[src/rtl/vseq_pkg.sv]
package vseq_pkg;

    typedef enum logic [1:0] {
        OP_LOAD  = 2'd0,
        OP_STORE = 2'd1,
        OP_ADDVV = 2'd2,
        OP_SUBVS = 2'd3
    } vop_e;

    localparam int N_UNITS  = 2;
    localparam int UNIT_ALU = 0;
    localparam int UNIT_MEM = 1;

    function automatic logic op_on_mem(input vop_e op);
        return (op == OP_LOAD) || (op == OP_STORE);
    endfunction

    function automatic logic op_writes(input vop_e op);
        return op != OP_STORE;
    endfunction

    function automatic logic op_reads_a(input vop_e op);
        return op != OP_LOAD;
    endfunction

    function automatic logic op_reads_b(input vop_e op);
        return op == OP_ADDVV;
    endfunction

endpackage

[src/rtl/vseq_unit.sv]
module vseq_unit #(
    parameter int NG  = 4,
    parameter int GW  = 2,
    parameter int RW  = 3,
    parameter int LAT = 1
) (
    input  logic          clk,
    input  logic          rst,
    input  logic          start,
    input  logic          start_wr,
    input  logic [RW-1:0] start_dst,
    output logic          free,
    output logic          rd_v,
    output logic [GW-1:0] rd_grp,
    output logic          wb_v,
    output logic [RW-1:0] wb_reg,
    output logic [GW-1:0] wb_grp
);
    localparam int DEP = LAT + 1;
    localparam int EW  = 1 + RW + GW;

    logic          active;
    logic [GW-1:0] gcnt;
    logic          cur_wr;
    logic [RW-1:0] cur_dst;
    logic          rd_wr;
    logic [RW-1:0] rd_dst;
    logic [EW-1:0] stage [DEP];

    assign free   = !active;
    assign rd_v   = start || active;
    assign rd_grp = start ? '0 : gcnt;
    assign rd_wr  = start ? start_wr : cur_wr;
    assign rd_dst = start ? start_dst : cur_dst;

    always_ff @(posedge clk) begin
        if (rst) begin
            active  <= 1'b0;
            gcnt    <= '0;
            cur_wr  <= 1'b0;
            cur_dst <= '0;
        end else if (start) begin
            cur_wr  <= start_wr;
            cur_dst <= start_dst;
            if (NG > 1) begin
                active <= 1'b1;
                gcnt   <= GW'(1);
            end
        end else if (active) begin
            if (gcnt == GW'(NG - 1)) begin
                active <= 1'b0;
                gcnt   <= '0;
            end else begin
                gcnt <= gcnt + GW'(1);
            end
        end
    end

    // Delay line from read to writeback: execute/memory stages then W.
    for (genvar k = 0; k < DEP; k++) begin : g_stage
        always_ff @(posedge clk) begin
            if (rst) begin
                stage[k] <= '0;
            end else if (k == 0) begin
                stage[k] <= {rd_v && rd_wr, rd_dst, rd_grp};
            end else begin
                stage[k] <= stage[(k == 0) ? 0 : k - 1];
            end
        end
    end

    assign wb_v   = stage[DEP-1][EW-1];
    assign wb_reg = stage[DEP-1][GW +: RW];
    assign wb_grp = stage[DEP-1][GW-1:0];

endmodule

[src/rtl/vseq_sb.sv]
module vseq_sb #(
    parameter int NREGS = 8,
    parameter int RW    = 3,
    parameter int NG    = 4,
    parameter int NWP   = 2
) (
    input  logic                     clk,
    input  logic                     rst,
    input  logic                     set_v,
    input  logic [RW-1:0]            set_reg,
    input  logic [NWP-1:0]           wb_v,
    input  logic [NWP-1:0][RW-1:0]   wb_reg,
    output logic [NREGS-1:0]         busy,
    output logic [NREGS-1:0]         started,
    output logic [NREGS-1:0]         hit
);
    localparam int CW = $clog2(NG + 1);

    for (genvar r = 0; r < NREGS; r++) begin : g_reg
        logic [CW-1:0]  cnt;
        logic [NWP-1:0] match;

        for (genvar p = 0; p < NWP; p++) begin : g_port
            assign match[p] = wb_v[p] && (wb_reg[p] == RW'(r));
        end

        assign hit[r]     = |match;
        assign started[r] = cnt != '0;

        always_ff @(posedge clk) begin
            if (rst) begin
                busy[r] <= 1'b0;
                cnt     <= '0;
            end else if (set_v && set_reg == RW'(r)) begin
                busy[r] <= 1'b1;
                cnt     <= '0;
            end else if (hit[r]) begin
                if (cnt == CW'(NG - 1)) begin
                    busy[r] <= 1'b0;
                    cnt     <= '0;
                end else begin
                    cnt <= cnt + CW'(1);
                end
            end
        end
    end

endmodule

[src/rtl/vec_seq.sv]
module vec_seq
    import vseq_pkg::*;
#(
    parameter int LANES   = 8,
    parameter int VLEN    = 32,
    parameter int NREGS   = 8,
    parameter int MEM_LAT = 4,
    parameter int ALU_LAT = 1,
    parameter bit CHAIN   = 1'b0,
    localparam int NG     = VLEN / LANES,
    localparam int GW     = (NG > 1) ? $clog2(NG) : 1,
    localparam int RW     = (NREGS > 1) ? $clog2(NREGS) : 1
) (
    input  logic          clk,
    input  logic          rst,
    input  logic          in_valid,
    input  logic [1:0]    in_op,
    input  logic [RW-1:0] in_dst,
    input  logic [RW-1:0] in_src_a,
    input  logic [RW-1:0] in_src_b,
    output logic          in_ready,
    output logic          scalar_go,
    output logic          alu_rd,
    output logic [GW-1:0] alu_grp,
    output logic          mem_rd,
    output logic [GW-1:0] mem_grp,
    output logic          alu_wb,
    output logic [RW-1:0] alu_wb_reg,
    output logic [GW-1:0] alu_wb_grp,
    output logic          mem_wb,
    output logic [RW-1:0] mem_wb_reg,
    output logic [GW-1:0] mem_wb_grp
);
    vop_e                         op;
    logic                         mem_op;
    logic                         unit_free;
    logic                         ok_a, ok_b, ok_d;
    logic                         issue;
    logic [NREGS-1:0]             busy, started, hit, src_rdy;
    logic [N_UNITS-1:0]           u_start, u_free, u_rd, u_wb;
    logic [GW-1:0]                u_rdg [N_UNITS];
    logic [GW-1:0]                u_wbg [N_UNITS];
    logic [N_UNITS-1:0][RW-1:0]   u_wbr;

    assign op     = vop_e'(in_op);
    assign mem_op = op_on_mem(op);

    // Forwarding policy picked by parameter.
    if (CHAIN) begin : g_chain
        assign src_rdy = ~busy | started | hit;
    end else begin : g_nochain
        assign src_rdy = ~busy;
    end

    always_comb begin
        unit_free = mem_op ? u_free[UNIT_MEM] : u_free[UNIT_ALU];
        ok_a      = !op_reads_a(op) || src_rdy[in_src_a];
        ok_b      = !op_reads_b(op) || src_rdy[in_src_b];
        ok_d      = !op_writes(op) || !busy[in_dst];
        issue     = in_valid && unit_free && ok_a && ok_b && ok_d;
    end

    assign in_ready  = issue;
    assign scalar_go = !rst;

    for (genvar u = 0; u < N_UNITS; u++) begin : g_unit
        assign u_start[u] = issue && (mem_op == (u == UNIT_MEM));
        vseq_unit #(
            .NG (NG),
            .GW (GW),
            .RW (RW),
            .LAT((u == UNIT_MEM) ? MEM_LAT : ALU_LAT)
        ) u_unit (
            .clk      (clk),
            .rst      (rst),
            .start    (u_start[u]),
            .start_wr (op_writes(op)),
            .start_dst(in_dst),
            .free     (u_free[u]),
            .rd_v     (u_rd[u]),
            .rd_grp   (u_rdg[u]),
            .wb_v     (u_wb[u]),
            .wb_reg   (u_wbr[u]),
            .wb_grp   (u_wbg[u])
        );
    end

    vseq_sb #(
        .NREGS(NREGS),
        .RW   (RW),
        .NG   (NG),
        .NWP  (N_UNITS)
    ) u_sb (
        .clk    (clk),
        .rst    (rst),
        .set_v  (issue && op_writes(op)),
        .set_reg(in_dst),
        .wb_v   (u_wb),
        .wb_reg (u_wbr),
        .busy   (busy),
        .started(started),
        .hit    (hit)
    );

    assign alu_rd     = u_rd[UNIT_ALU];
    assign alu_grp    = u_rdg[UNIT_ALU];
    assign mem_rd     = u_rd[UNIT_MEM];
    assign mem_grp    = u_rdg[UNIT_MEM];
    assign alu_wb     = u_wb[UNIT_ALU];
    assign alu_wb_reg = u_wbr[UNIT_ALU];
    assign alu_wb_grp = u_wbg[UNIT_ALU];
    assign mem_wb     = u_wb[UNIT_MEM];
    assign mem_wb_reg = u_wbr[UNIT_MEM];
    assign mem_wb_grp = u_wbg[UNIT_MEM];

endmodule

[config.mk]
export PLATFORM = sky130hd
export DESIGN_NAME = vec_seq
export DESIGN_NICKNAME = d
export VERILOG_FILES = /design/src/rtl/vseq_pkg.sv /design/src/rtl/vseq_unit.sv /design/src/rtl/vseq_sb.sv /design/src/rtl/vec_seq.sv
export SDC_FILE = /design/constraint.sdc
export NUM_CORES = 1
export LEC_CHECK = 0
export CELL_PAD_IN_SITES_DETAIL_PLACEMENT = 1
export CELL_PAD_IN_SITES_GLOBAL_PLACEMENT = 1
export CORE_ASPECT_RATIO = 0.5
export CORE_MARGIN = 2
export CORE_UTILIZATION = 53
export CTS_CLUSTER_SIZE = 14
export DETAILED_ROUTE_END_ITERATION = 10
export DONT_BUFFER_PORTS = 1
export MAX_ROUTING_LAYER = met4
export PLACE_DENSITY = 0.91
export SYNTH_ARGS = -nofsm -noshare
export SYNTH_HDL_FRONTEND = slang
export SYNTH_SLANG_ARGS = --single-unit
[constraint.sdc]
create_clock -name clk -period 5.5 [get_ports clk]
set_input_delay 1.1 -clock clk [delete_from_list [all_inputs] [get_ports clk]]
set_output_delay 1.1 -clock clk [all_outputs]
set_load 0.02 [all_outputs]
==> key figures, run 1 <==
Setup path
  • Startpoint Class: input port
  • CP startpoint: in_op[0]
  • CP endpoint: alu_grp[0]
  • Reg-to-Reg End: g_unit[0].u_unit.stage[0][1]
  • Critical Setup Path Class: in2out
  • Worst reg2reg path depth: 4
  • Worst setup EP type: output pin
  • CP max stage delay: 0.57 ns
  • CP delay by family, top: simple AND/OR/NAND/NOR gates
  • Crit path DAT: 3.17 ns
  • CP max stage cell: nand4_1
  • Critical Path RT: 4.40 ns
  • R2R setup slack: 3.06 ns
  • Reg2Reg Launch Point: u_sb.busy[7]
  • WP buf/inv: 0
  • Cell Chain, Critical Path: nor2b_1 > nor3_1 > o32ai_4 > nand4_1 > and2_1
  • Stages on the worst setup path: 5
  • CP Max Fanout: 13

Synth
  • Mux share of post-synthesis cell area: 0.09019
  • Post-synth EDFFs: 0
  • Yosys top cell area share: 0.4714
  • Sequential share of the synthesized area: 0.4714
  • Synthesized flop and latch total: 82
  • Yosys Warn Count: 0
  • Post-synthesis compound-gate area fraction: 0.1739
  • Post-synth ARST share: 0
  • Mapped Cells: 343
  • Most numerous cell in the Yosys netlist: dfxtp_1
  • Post-synth top area cell: dfxtp_1
  • Main combinational cell family by area after synthesis: simple AND/OR/NAND/NOR gates
  • Main area contributors after synthesis: dfxtp_1 47%, nor2b_1 7.0%, mux2i_1 5.5%
  • Mapped Area: 3482 um2
  • Simple-gate area share of the yosys netlist: 0.1840
  • Main flop type after synthesis: dfxtp_1
  • Leading post-synthesis cells by instance count: 82 x dfxtp_1, 39 x nor2b_1, 19 x mux2i_1, 19 x nand2_1
  • Post-synthesis xor/xnor area fraction: 0
  • Distinct cells, synth: 45
  • Synth Area per Inst: 10.15 um2
  • Synth Area in Adders: 0.03593
  • Synth Net Count: 367

Detailed routing
  • Aggregate routed wire length: 9588 um
  • Via count: 2707
  • Iteration-0 DRC count of the detailed router: 113
  • Vias per cell: 6.295
  • DRC violations left: 0
  • Post-DR wirelength/cell: 22.30 um
  • First drt pass iteration count: 5
  • Post-DRT Antenna Nets: 0

Finish
  • Layout area overhead: 9.055%
  • Post-Layout Cell Count: 430
  • Register area: 1642 um2
  • Layout cells sized above 1: 0.07602
  • Finished layout cell area: 3797 um2
  • Multi-input logic area: 1685 um2
  • Post-layout util: 0.6119
  • Final nets: 362
  • Antenna diodes: 0
  • Fillers: 691

Timing
  • Least-Margin Pin Slew: 0.9778 ns
  • Tcrit/Tclk final: 0.7759
  • PnR worst setup slack: 1.232 ns
  • Final hold vios: 0
  • Final Max Tran Viols: 0
  • Endpoints failing setup: 0
  • Worst Clk Skew: 0.008285 ns
  • Final min period: 4.268 ns
  • Unrepaired setup endpoints after global routing: false
  • Max-slew headroom: 0.3467
  • Setup TNS Final: 0 ns
  • Max Clock Freq: 234.3 MHz

Clocking
  • Setup Buffers After CTS: 0
  • CTS-repair resized insts: 0
  • CTS clock-pin slew for the worst setup and hold paths: 0.06 ns
  • Root Driver: clkbuf_16
  • CTS tree: built
  • CTS Buf Count: 9
  • CTS Buffer Depth: 2
  • CTS H-tree lvls: 3
  • # hold bufs at CTS: 0
  • Clock Latency Late Sink: 0.34 ns
  • Clk sinks: 82

Place
  • DP Area: 3505 um2
  • IO buf count: 0
  • Dpl cells: 415
  • Dpl ws: 1.412 ns
  • Routability cong.: 0.8376
  • Placed wire-length estimate: 6073 um

Floorplan
  • Chip Width: 118.6 um
  • # rows: 20
  • IO Count: 34
  • Die Area: 7274 um2
  • Core area: 6206 um2
  • Die Ht: 61.32 um
  • Initial Util: 0.5611

Pwr
  • Peak VDD IR: 0.3339 mV
  • PD cells: 337.9 nW/um2
  • Internal: 0.0009846 W
  • Gate power share: 0.055
  • Clock network power share: 0.463
  • Sequential Power Share: 0.482
  • Leakage: 1.433 nW
  • Net Sw Frac: 0.2328
  • P_sw: 0.0002987 W

Job
  • Max_cap viols: 0

Global routing
  • First-pass GRT wire length: 15050 um
  • Largest net degree at the start of global routing: 63
  • Congestion Overflow GR: 0
  • Global Route Usage Sum: 0.2849
  • Vias in the first global route: 2879
  • Initial antenna violation count: 0

Status
  • Outcome: completed

Hold path
  • Hold Path Class: reg2reg
cells in the final DEF, fill, tap and decap left out, types with 6 or more instances in the layout:
cell type,instances
a211oi_1,18
a21oi_1,14
a32o_1,8
and2_1,10
and3_1,8
clkbuf_16,9
dfxtp_1,82
ha_1,10
inv_1,18
mux2i_1,19
nand2_1,19
nand2b_1,6
nor2b_1,39
o21ai_0,10
logic make-up (layout without fill, tap and decap cells):
group,count (synthesis),after routing
flops,82,82
fa+ha+maj,10,10
mux,27,27
compound gates,79,79
buf+inv,34,33
simple gates,111,111
how the worst min path moves through the flow:
stage | start | to | slack (ns) | cells past startpoint
4_1_cts | g_unit[1].u_unit.stage[2][3] | g_unit[1].u_unit.stage[3][3] | 0.44 | 1
3_5_place_dp | g_unit[1].u_unit.stage[3][0] | g_unit[1].u_unit.stage[4][0] | 0.43 | 1
3_3_place_gp | g_unit[1].u_unit.stage[2][4] | g_unit[1].u_unit.stage[3][4] | 0.42 | 1
2_1_floorplan | g_unit[0].u_unit.cur_dst[0] | g_unit[0].u_unit.stage[1][2] | 0.40 | 2
6_report | g_unit[1].u_unit.stage[2][3] | g_unit[1].u_unit.stage[3][3] | 0.44 | 1
5_1_grt | g_unit[0].u_unit.stage[0][0] | g_unit[0].u_unit.stage[1][0] | 0.46 | 1
worst reg2reg max path: stages (launching register included):
cell	delay, ns
dfxtp_1	0.35
mux4_2	0.48
o211ai_1	0.46
nand4_1	0.60
and3_1	0.44
power by group through the flow:
stage	registers, W	logic (W)	clock network, W
2_1_floorplan	0.000627	0.0000641	0
3_3_place_gp	0.000630	0.0000616	0
3_5_place_dp	0.000632	0.0000665	0
4_1_cts	0.000619	0.0000699	0.000600
5_1_grt	0.000620	0.0000748	0.000624
6_report	0.000619	0.0000705	0.000594
area by class of cell:
class | instances | area share
clock buffers | 10 | 0.06030
clock inverters | 5 | 0.01680
well taps | 88 | 0.02900
flip-flops and latches | 82 | 0.4323
inverters | 18 | 0.01779
multi-input cells | 227 | 0.4438
metrics by stage:
stage | total power (W) | hold slack, ns
4_1_cts | 0.001289 | 0.4448
5_1_grt | 0.001319 | 0.4593
3_3_place_gp | 0.0006918 | 0.4183
6_report | 0.001283 | 0.4422
2_1_floorplan | 0.0006914 | 0.4040
3_5_place_dp | 0.0006980 | 0.4280
flip-flops by register name, summed over array words and instances, names as in the netlist:
name / cells
u_sb.g.cnt: 24
g_unit.u_unit.cur_wr: 2
g_unit.u_unit.cur_dst: 4
u_sb.busy: 8
g_unit.u_unit.stage: 38
g_unit.u_unit.active: 2
g_unit.u_unit.gcnt: 4
routing by layer:
metal,wire length [um],share of wire,track usage
met1,4086,0.43,0.3122
met2,4730,0.49,0.5066
met3,472,0.049,0.09074
met4,299,0.031,0.1020
met5,0,0,-
Note: power is estimated with default switching activity, not from simulation.
==> run 2, diff against run 1 <==
--- a/config.mk
+++ b/config.mk
@@ -9,12 +9,12 @@
 export CELL_PAD_IN_SITES_GLOBAL_PLACEMENT = 1
 export CORE_ASPECT_RATIO = 0.5
 export CORE_MARGIN = 2
-export CORE_UTILIZATION = 53
+export CORE_UTILIZATION = 44
 export CTS_CLUSTER_SIZE = 14
 export DETAILED_ROUTE_END_ITERATION = 10
 export DONT_BUFFER_PORTS = 1
 export MAX_ROUTING_LAYER = met4
-export PLACE_DENSITY = 0.91
+export PLACE_DENSITY = 0.81
 export SYNTH_ARGS = -nofsm -noshare
 export SYNTH_HDL_FRONTEND = slang
 export SYNTH_SLANG_ARGS = --single-unit
==> constraint.sdc (replaced) <==
create_clock -name clk -period 3.9 [get_ports clk]
set_input_delay 0.78 -clock clk [delete_from_list [all_inputs] [get_ports clk]]
set_output_delay 0.78 -clock clk [all_outputs]
set_load 0.02 [all_outputs]
==> run 2 against run 1 <==
Routed wire length shrank 16%. Die area grew 19%. Combinational power grew 32%. Worst hold slack worse by 0.0013 ns. Critical endpoint unchanged. Clock-buffer cell count unchanged. Power increased by 41%. Final cell count rose by 5.1%. Highest routed layer unchanged. Largest power group unchanged.
==> key figures, run 2 (synthesis gave the netlist of run 1 again) <==
Timing
  • Tcrit/Tclk final: 0.7741
  • Worst Clk Skew: 0.005977 ns (-0.002309 ns)
  • Endpoints failing setup: 0 (unchanged)
  • Max-slew headroom: 0.3701 (+0.02338)
  • Hold WS: 0.4409 ns (-0.001315 ns)
  • Unrepaired setup endpoints after global routing: false
  • Least-Margin Pin Slew: 0.9428 ns (-0.03499 ns)
  • PnR worst setup slack: 0.8810 ns (-0.3514 ns)
  • Max Clock Freq: 331.2 MHz
  • Final hold vios: 0 (unchanged)
  • Final min period: 3.019 ns
  • Setup TNS Final: 0 ns (unchanged)
  • Final Max Tran Viols: 0 (unchanged)

Setup path
  • CP delay by family, top: simple AND/OR/NAND/NOR gates
  • CP Max Fanout: 13 (unchanged)
  • WP buf/inv: 1 (+1)
  • CP max stage delay: 0.48 ns (-0.09 ns)
  • Cell Chain, Critical Path: mux4_2 > nor2b_1 > o311a_4 > nand4_1 > buf_4 > and2_1
  • CP max stage cell: mux4_2
  • Crit path DAT: 2.24 ns (-0.93 ns)
  • Critical Path RT: 3.12 ns (-1.28 ns)
  • Worst setup EP type: output pin
  • Startpoint Class: input port
  • Critical Setup Path Class: in2out

Detailed routing
  • Vias per cell: 5.653 (-10%)
  • Post-DRT Antenna Nets: 0 (unchanged)
  • First drt pass iteration count: 4 (-1)
  • DRC violations left: 0 (unchanged)
  • Post-DR wirelength/cell: 17.75 um (-20%)
  • Aggregate routed wire length: 8021 um (-16%)
  • Iteration-0 DRC count of the detailed router: 99 (-12%)
  • Via count: 2555 (-5.6%)

Status
  • Outcome: completed

Finish
  • Top flop regs: g_unit.u_unit.stage: 38 flops, u_sb.g.cnt: 24 flops, u_sb.busy: 8 flops
  • Biggest register: g_unit.u_unit.stage
  • Fillers: 848 (+23%)
  • Finished layout cell area: 3839 um2 (+1.1%)
  • Layout area overhead: 10.24%
  • Post-layout util: 0.5127 (-0.09919)
  • Final nets: 363 (+0.28%)
  • Antenna diodes: 0 (unchanged)
  • Multi-input logic area: 1685 um2 (unchanged)
  • Most frequent cells in the layout: 82 x dfxtp_1, 39 x nor2b_1, 19 x mux2i_1, 19 x nand2_1
  • Commonest non-fill, non-tap cell in the layout: dfxtp_1
  • Layout cells sized above 1: 0.08140 (+0.005372)
  • Register area: 1642 um2 (unchanged)
  • Max FFs per register: 38 (unchanged)

Floorplan
  • # rows: 22 (+10%)
  • Core area: 7487 um2 (+21%)
  • Die Ht: 66.91 um (+9.1%)
  • IO Count: 34 (unchanged)
  • Initial Util: 0.4651 (-0.09602)
  • Die Area: 8685 um2 (+19%)
  • Chip Width: 129.8 um (+9.4%)

Clocking
  • Root Driver: clkbuf_16
  • CTS H-tree lvls: 3 (unchanged)
  • CTS-repair resized insts: 0 (unchanged)
  • Setup Buffers After CTS: 0 (unchanged)
  • CTS clock-pin slew for the worst setup and hold paths: 0.06 ns (about the same)
  • CTS tree: built
  • CTS Buffer Depth: 2 (unchanged)
  • Clock Latency Late Sink: 0.34 ns (about the same)
  • Clk sinks: 82 (unchanged)
  • CTS Buf Count: 9 (unchanged)
  • # hold bufs at CTS: 0 (unchanged)

Hold path
  • Hold Path Class: reg2reg

Job
  • Max_cap viols: 0 (unchanged)

Global routing
  • Congestion Overflow GR: 0 (unchanged)
  • Largest net degree at the start of global routing: 63 (unchanged)
  • Global Route Usage Sum: 0.2059 (-0.07903)
  • Vias in the first global route: 2690 (-6.6%)
  • First-pass GRT wire length: 13280 um (-12%)
  • Initial antenna violation count: 0 (unchanged)

Place
  • DP Area: 3537 um2 (+0.93%)
  • IO buf count: 0 (unchanged)
  • Dpl ws: 0.8937 ns (-0.5188 ns)
  • Placed wire-length estimate: 5588 um (-8.0%)
  • Routability cong.: 0.8514 (+1.6%)

Pwr
  • Peak VDD IR: 0.2435 mV (-27%)
  • PD cells: 472.8 nW/um2 (+40%)
  • Leakage: 1.443 nW (+0.65%)
run 2: changes by cell type in the layout (fill, tap and decap cells not counted), sizes merged:
| cell | previous run | this run |
|---|---|---|
| clkinv | 2 | 1 |
| inv | 19 | 21 |
| buf | 0 | 1 |
run 2: where the power goes:
group	total, W	switching [W]	leakage (nW)	internal, W
registers	0.000872	0.0000161	0.663	0.000855
logic	0.0000929	0.0000563	0.636	0.0000366
clock network	0.000850	0.000347	0.144	0.000504
run 2: area by class of cell:
| class | count | share of cell area |
|---|---|---|
| multi-input combinational | 227 | 0.4390 |
| sequential | 82 | 0.4276 |
| clock buffer | 10 | 0.05965 |
| tap | 108 | 0.03520 |
| clock inverter | 6 | 0.01890 |
| inverter | 18 | 0.01760 |
| timing repair buffer | 1 | 0.001956 |
run 2: final timing paths:
kind | startpoint | depth (start not counted) | slack [ns] | to
max | in_src_a[1] | 6 | 0.88 | alu_grp[0]
min | g_unit[1].u_unit.stage[3][5] | 1 | 0.44 | g_unit[1].u_unit.stage[4][5]
max reg2reg | u_sb.busy[7] | 5 | 1.65 | u_sb.g_reg[2].cnt[0]
min reg2reg | g_unit[1].u_unit.stage[3][5] | 1 | 0.44 | g_unit[1].u_unit.stage[4][5]
run 2: metrics by stage:
stage / cells / power [W]
CTS: 452 / 0.001831
floorplan: 343 / 0.0009750
finish: 452 / 0.001815
global placement: 436 / 0.0009765
detailed placement: 436 / 0.0009817
global route: 452 / 0.001886
run 2: metal layers:
metal  track usage  part of all wire
met5             -                 0
met3       0.05944             0.048
met2        0.3547              0.50
met4       0.05780            0.0067
met1        0.2380              0.44
==> run 3, diff against run 2 <==
--- a/config.mk
+++ b/config.mk
@@ -9,12 +9,12 @@
 export CELL_PAD_IN_SITES_GLOBAL_PLACEMENT = 1
 export CORE_ASPECT_RATIO = 0.5
 export CORE_MARGIN = 2
-export CORE_UTILIZATION = 44
+export CORE_UTILIZATION = 49
 export CTS_CLUSTER_SIZE = 14
 export DETAILED_ROUTE_END_ITERATION = 10
 export DONT_BUFFER_PORTS = 1
 export MAX_ROUTING_LAYER = met4
-export PLACE_DENSITY = 0.81
+export PLACE_DENSITY = 0.85
 export SYNTH_ARGS = -nofsm -noshare
 export SYNTH_HDL_FRONTEND = slang
 export SYNTH_SLANG_ARGS = --single-unit
==> constraint.sdc (replaced) <==
create_clock -name clk -period 2.95 [get_ports clk]
set_input_delay 0.59 -clock clk [delete_from_list [all_inputs] [get_ports clk]]
set_output_delay 0.59 -clock clk [all_outputs]
set_load 0.02 [all_outputs]
==> run 3 against run 2 <==
Global-route usage increased by 4.1 points. Final area decreased by 0.13%. Die area decreased by 9.8%. Sequential power increased by 32%. Clock power increased by 33%. Clock-buffer cell count unchanged. Final cell count decreased by 3.1%.
==> key figures, run 3 (synthesis gave the netlist of run 1 again) <==
Status
  • Outcome: completed

Place
  • Routability cong.: 0.8512 (about the same)
  • Dpl ws: 0.2717 ns (-0.6220 ns)
  • Placed wire-length estimate: 5922 um (+6.0%)
  • Dpl cells: 422 (-3.2%)
  • IO buf count: 0 (unchanged)

Detailed routing
  • Post-DRT Antenna Nets: 0 (unchanged)
  • DRC violations left: 0 (unchanged)
  • Aggregate routed wire length: 8569 um (+6.8%)
  • Via count: 2604 (+1.9%)
  • First drt pass iteration count: 4 (unchanged)
  • Vias per cell: 5.945 (+5.2%)
  • Iteration-0 DRC count of the detailed router: 133 (+34%)
  • Post-DR wirelength/cell: 19.56 um (+10%)

Finish
  • Final nets: 365 (+0.55%)
  • Biggest register: g_unit.u_unit.stage
  • Top flop regs: g_unit.u_unit.stage: 38 flops, u_sb.g.cnt: 24 flops, u_sb.busy: 8 flops
  • Antenna diodes: 0 (unchanged)
  • Layout area overhead: 10.10%
  • Layout cells sized above 1: 0.08671 (+0.005310)
  • Multi-input logic area: 1685 um2 (unchanged)
  • Post-Layout Cell Count: 438 (-3.1%)
  • Commonest non-fill, non-tap cell in the layout: dfxtp_1
  • Fillers: 750 (-12%)
  • Register area: 1642 um2 (unchanged)
  • Post-layout util: 0.5655 (+0.05282)
  • Max FFs per register: 38 (unchanged)
  • Most frequent cells in the layout: 82 x dfxtp_1, 39 x nor2b_1, 19 x mux2i_1, 19 x nand2_1

Setup path
  • CP Max Fanout: 5 (-8)
  • Startpoint Class: register
  • Crit path DAT: 2.19 ns (-0.05 ns)
  • Worst setup EP type: output pin
  • CP max stage delay: 0.49 ns (about the same)
  • Critical Setup Path Class: reg2out
  • CP max stage cell: mux4_2
  • Critical Path RT: 2.36 ns (-0.76 ns)
  • Cell Chain, Critical Path: mux4_2 > o211ai_1 > nand4_1 > and2_1

Global routing
  • Initial antenna violation count: 0 (unchanged)
  • Largest net degree at the start of global routing: 63 (unchanged)
  • Global Route Usage Sum: 0.2467 (+0.04076)
  • Vias in the first global route: 2825 (+5.0%)
  • First-pass GRT wire length: 14230 um (+7.2%)
  • Congestion Overflow GR: 0 (unchanged)

Timing
  • Final min period: 2.780 ns
  • Tcrit/Tclk final: 0.9423
  • Endpoints failing setup: 0 (unchanged)
  • PnR worst setup slack: 0.1701 ns (-0.7109 ns)
  • Max Clock Freq: 359.7 MHz
  • Hold WS: 0.3136 ns (-0.1274 ns)
  • Worst Clk Skew: 0.003397 ns (-0.002580 ns)
  • Least-Margin Pin Slew: 0.9129 ns (-0.02992 ns)
  • Unrepaired setup endpoints after global routing: false
  • Final hold vios: 0 (unchanged)
  • Setup TNS Final: 0 ns (unchanged)
  • Max-slew headroom: 0.3837 (+0.01358)
  • Final Max Tran Viols: 0 (unchanged)

Clocking
  • Clk sinks: 82 (unchanged)
  • CTS tree: built
  • CTS Buf Count: 9 (unchanged)
  • Clock Latency Late Sink: 0.34 ns (about the same)
  • CTS Buffer Depth: 2 (unchanged)
  • CTS H-tree lvls: 3 (unchanged)
  • Setup Buffers After CTS: 0 (unchanged)
  • Root Driver: clkbuf_16
  • CTS-repair resized insts: 0 (unchanged)
  • CTS clock-pin slew for the worst setup and hold paths: 0.06 ns (about the same)
  • # hold bufs at CTS: 0 (unchanged)

Pwr
  • PD cells: 628.4 nW/um2 (+33%)
  • Peak VDD IR: 0.5066 mV (+110%)
  • Leakage: 1.452 nW (+0.66%)

Floorplan
  • Die Area: 7838 um2 (-9.8%)
  • Core area: 6779 um2 (-9.5%)
  • IO Count: 34 (unchanged)
  • # rows: 21 (-4.5%)
  • Initial Util: 0.5137 (+0.04858)
  • Die Ht: 63.61 um (-4.9%)
  • Chip Width: 123.2 um (-5.1%)

Hold path
  • Hold Path Class: in2reg

Job
  • Max_cap viols: 0 (unchanged)
run 3: changes by cell type in the layout (fill, tap and decap cells not counted), sizes merged:
cell | before | now
buf | 1 | 3
run 3: metal layers:
metal  part of all wire  wire, um  vias up  global-route usage
met5                  0         0        -                   -
met3              0.044       378       16             0.06250
met1               0.44      3731     1299              0.2822
met2               0.50      4266       54              0.4183
li1                   -         -     1235                   -
met4              0.022       192        0             0.09091
run 3: where the power goes:
part	leakage [nW]	switching (W)	internal (W)
logic	0.645	0.0000779	0.0000514
registers	0.663	0.0000220	0.00113
clock network	0.144	0.000461	0.000666
total	1.45	0.000561	0.00185
run 3: cell type report:
class,count,share of cell area
clock inverter,6,0.01893
tap,92,0.03003
sequential,82,0.4282
timing repair buffer,3,0.005875
multi-input combinational,227,0.4396
clock buffer,10,0.05973
inverter,18,0.01762
run 3: worst max-delay path: cells and delay by family, from the launching register on:
family             cells  cell delay, ns
and+or+nand+nor        2            0.59
DFF                    1            0.37
AOI/OAI and AO/OA      1            0.40
muxes                  1            0.49
run 3: worst paths after layout:
path / start / endpoint / slack, ns / cells past startpoint
max reg2reg: u_sb.busy[7] / u_sb.g_reg[0].cnt[0] / 0.66 / 4
max: u_sb.busy[7] / alu_grp[0] / 0.17 / 4
min reg2reg: g_unit[1].u_unit.stage[3][1] / g_unit[1].u_unit.stage[4][1] / 0.44 / 1
min: rst / g_unit[1].u_unit.gcnt[0] / 0.31 / 1
run 3: per-stage QoR:
step	power (W)	cell area, um2
6_report	0.002409	3834
5_1_grt	0.002488	3834
4_1_cts	0.002428	3834
3_5_place_dp	0.001304	3532
3_3_place_gp	0.001296	3532
2_1_floorplan	0.001289	3482
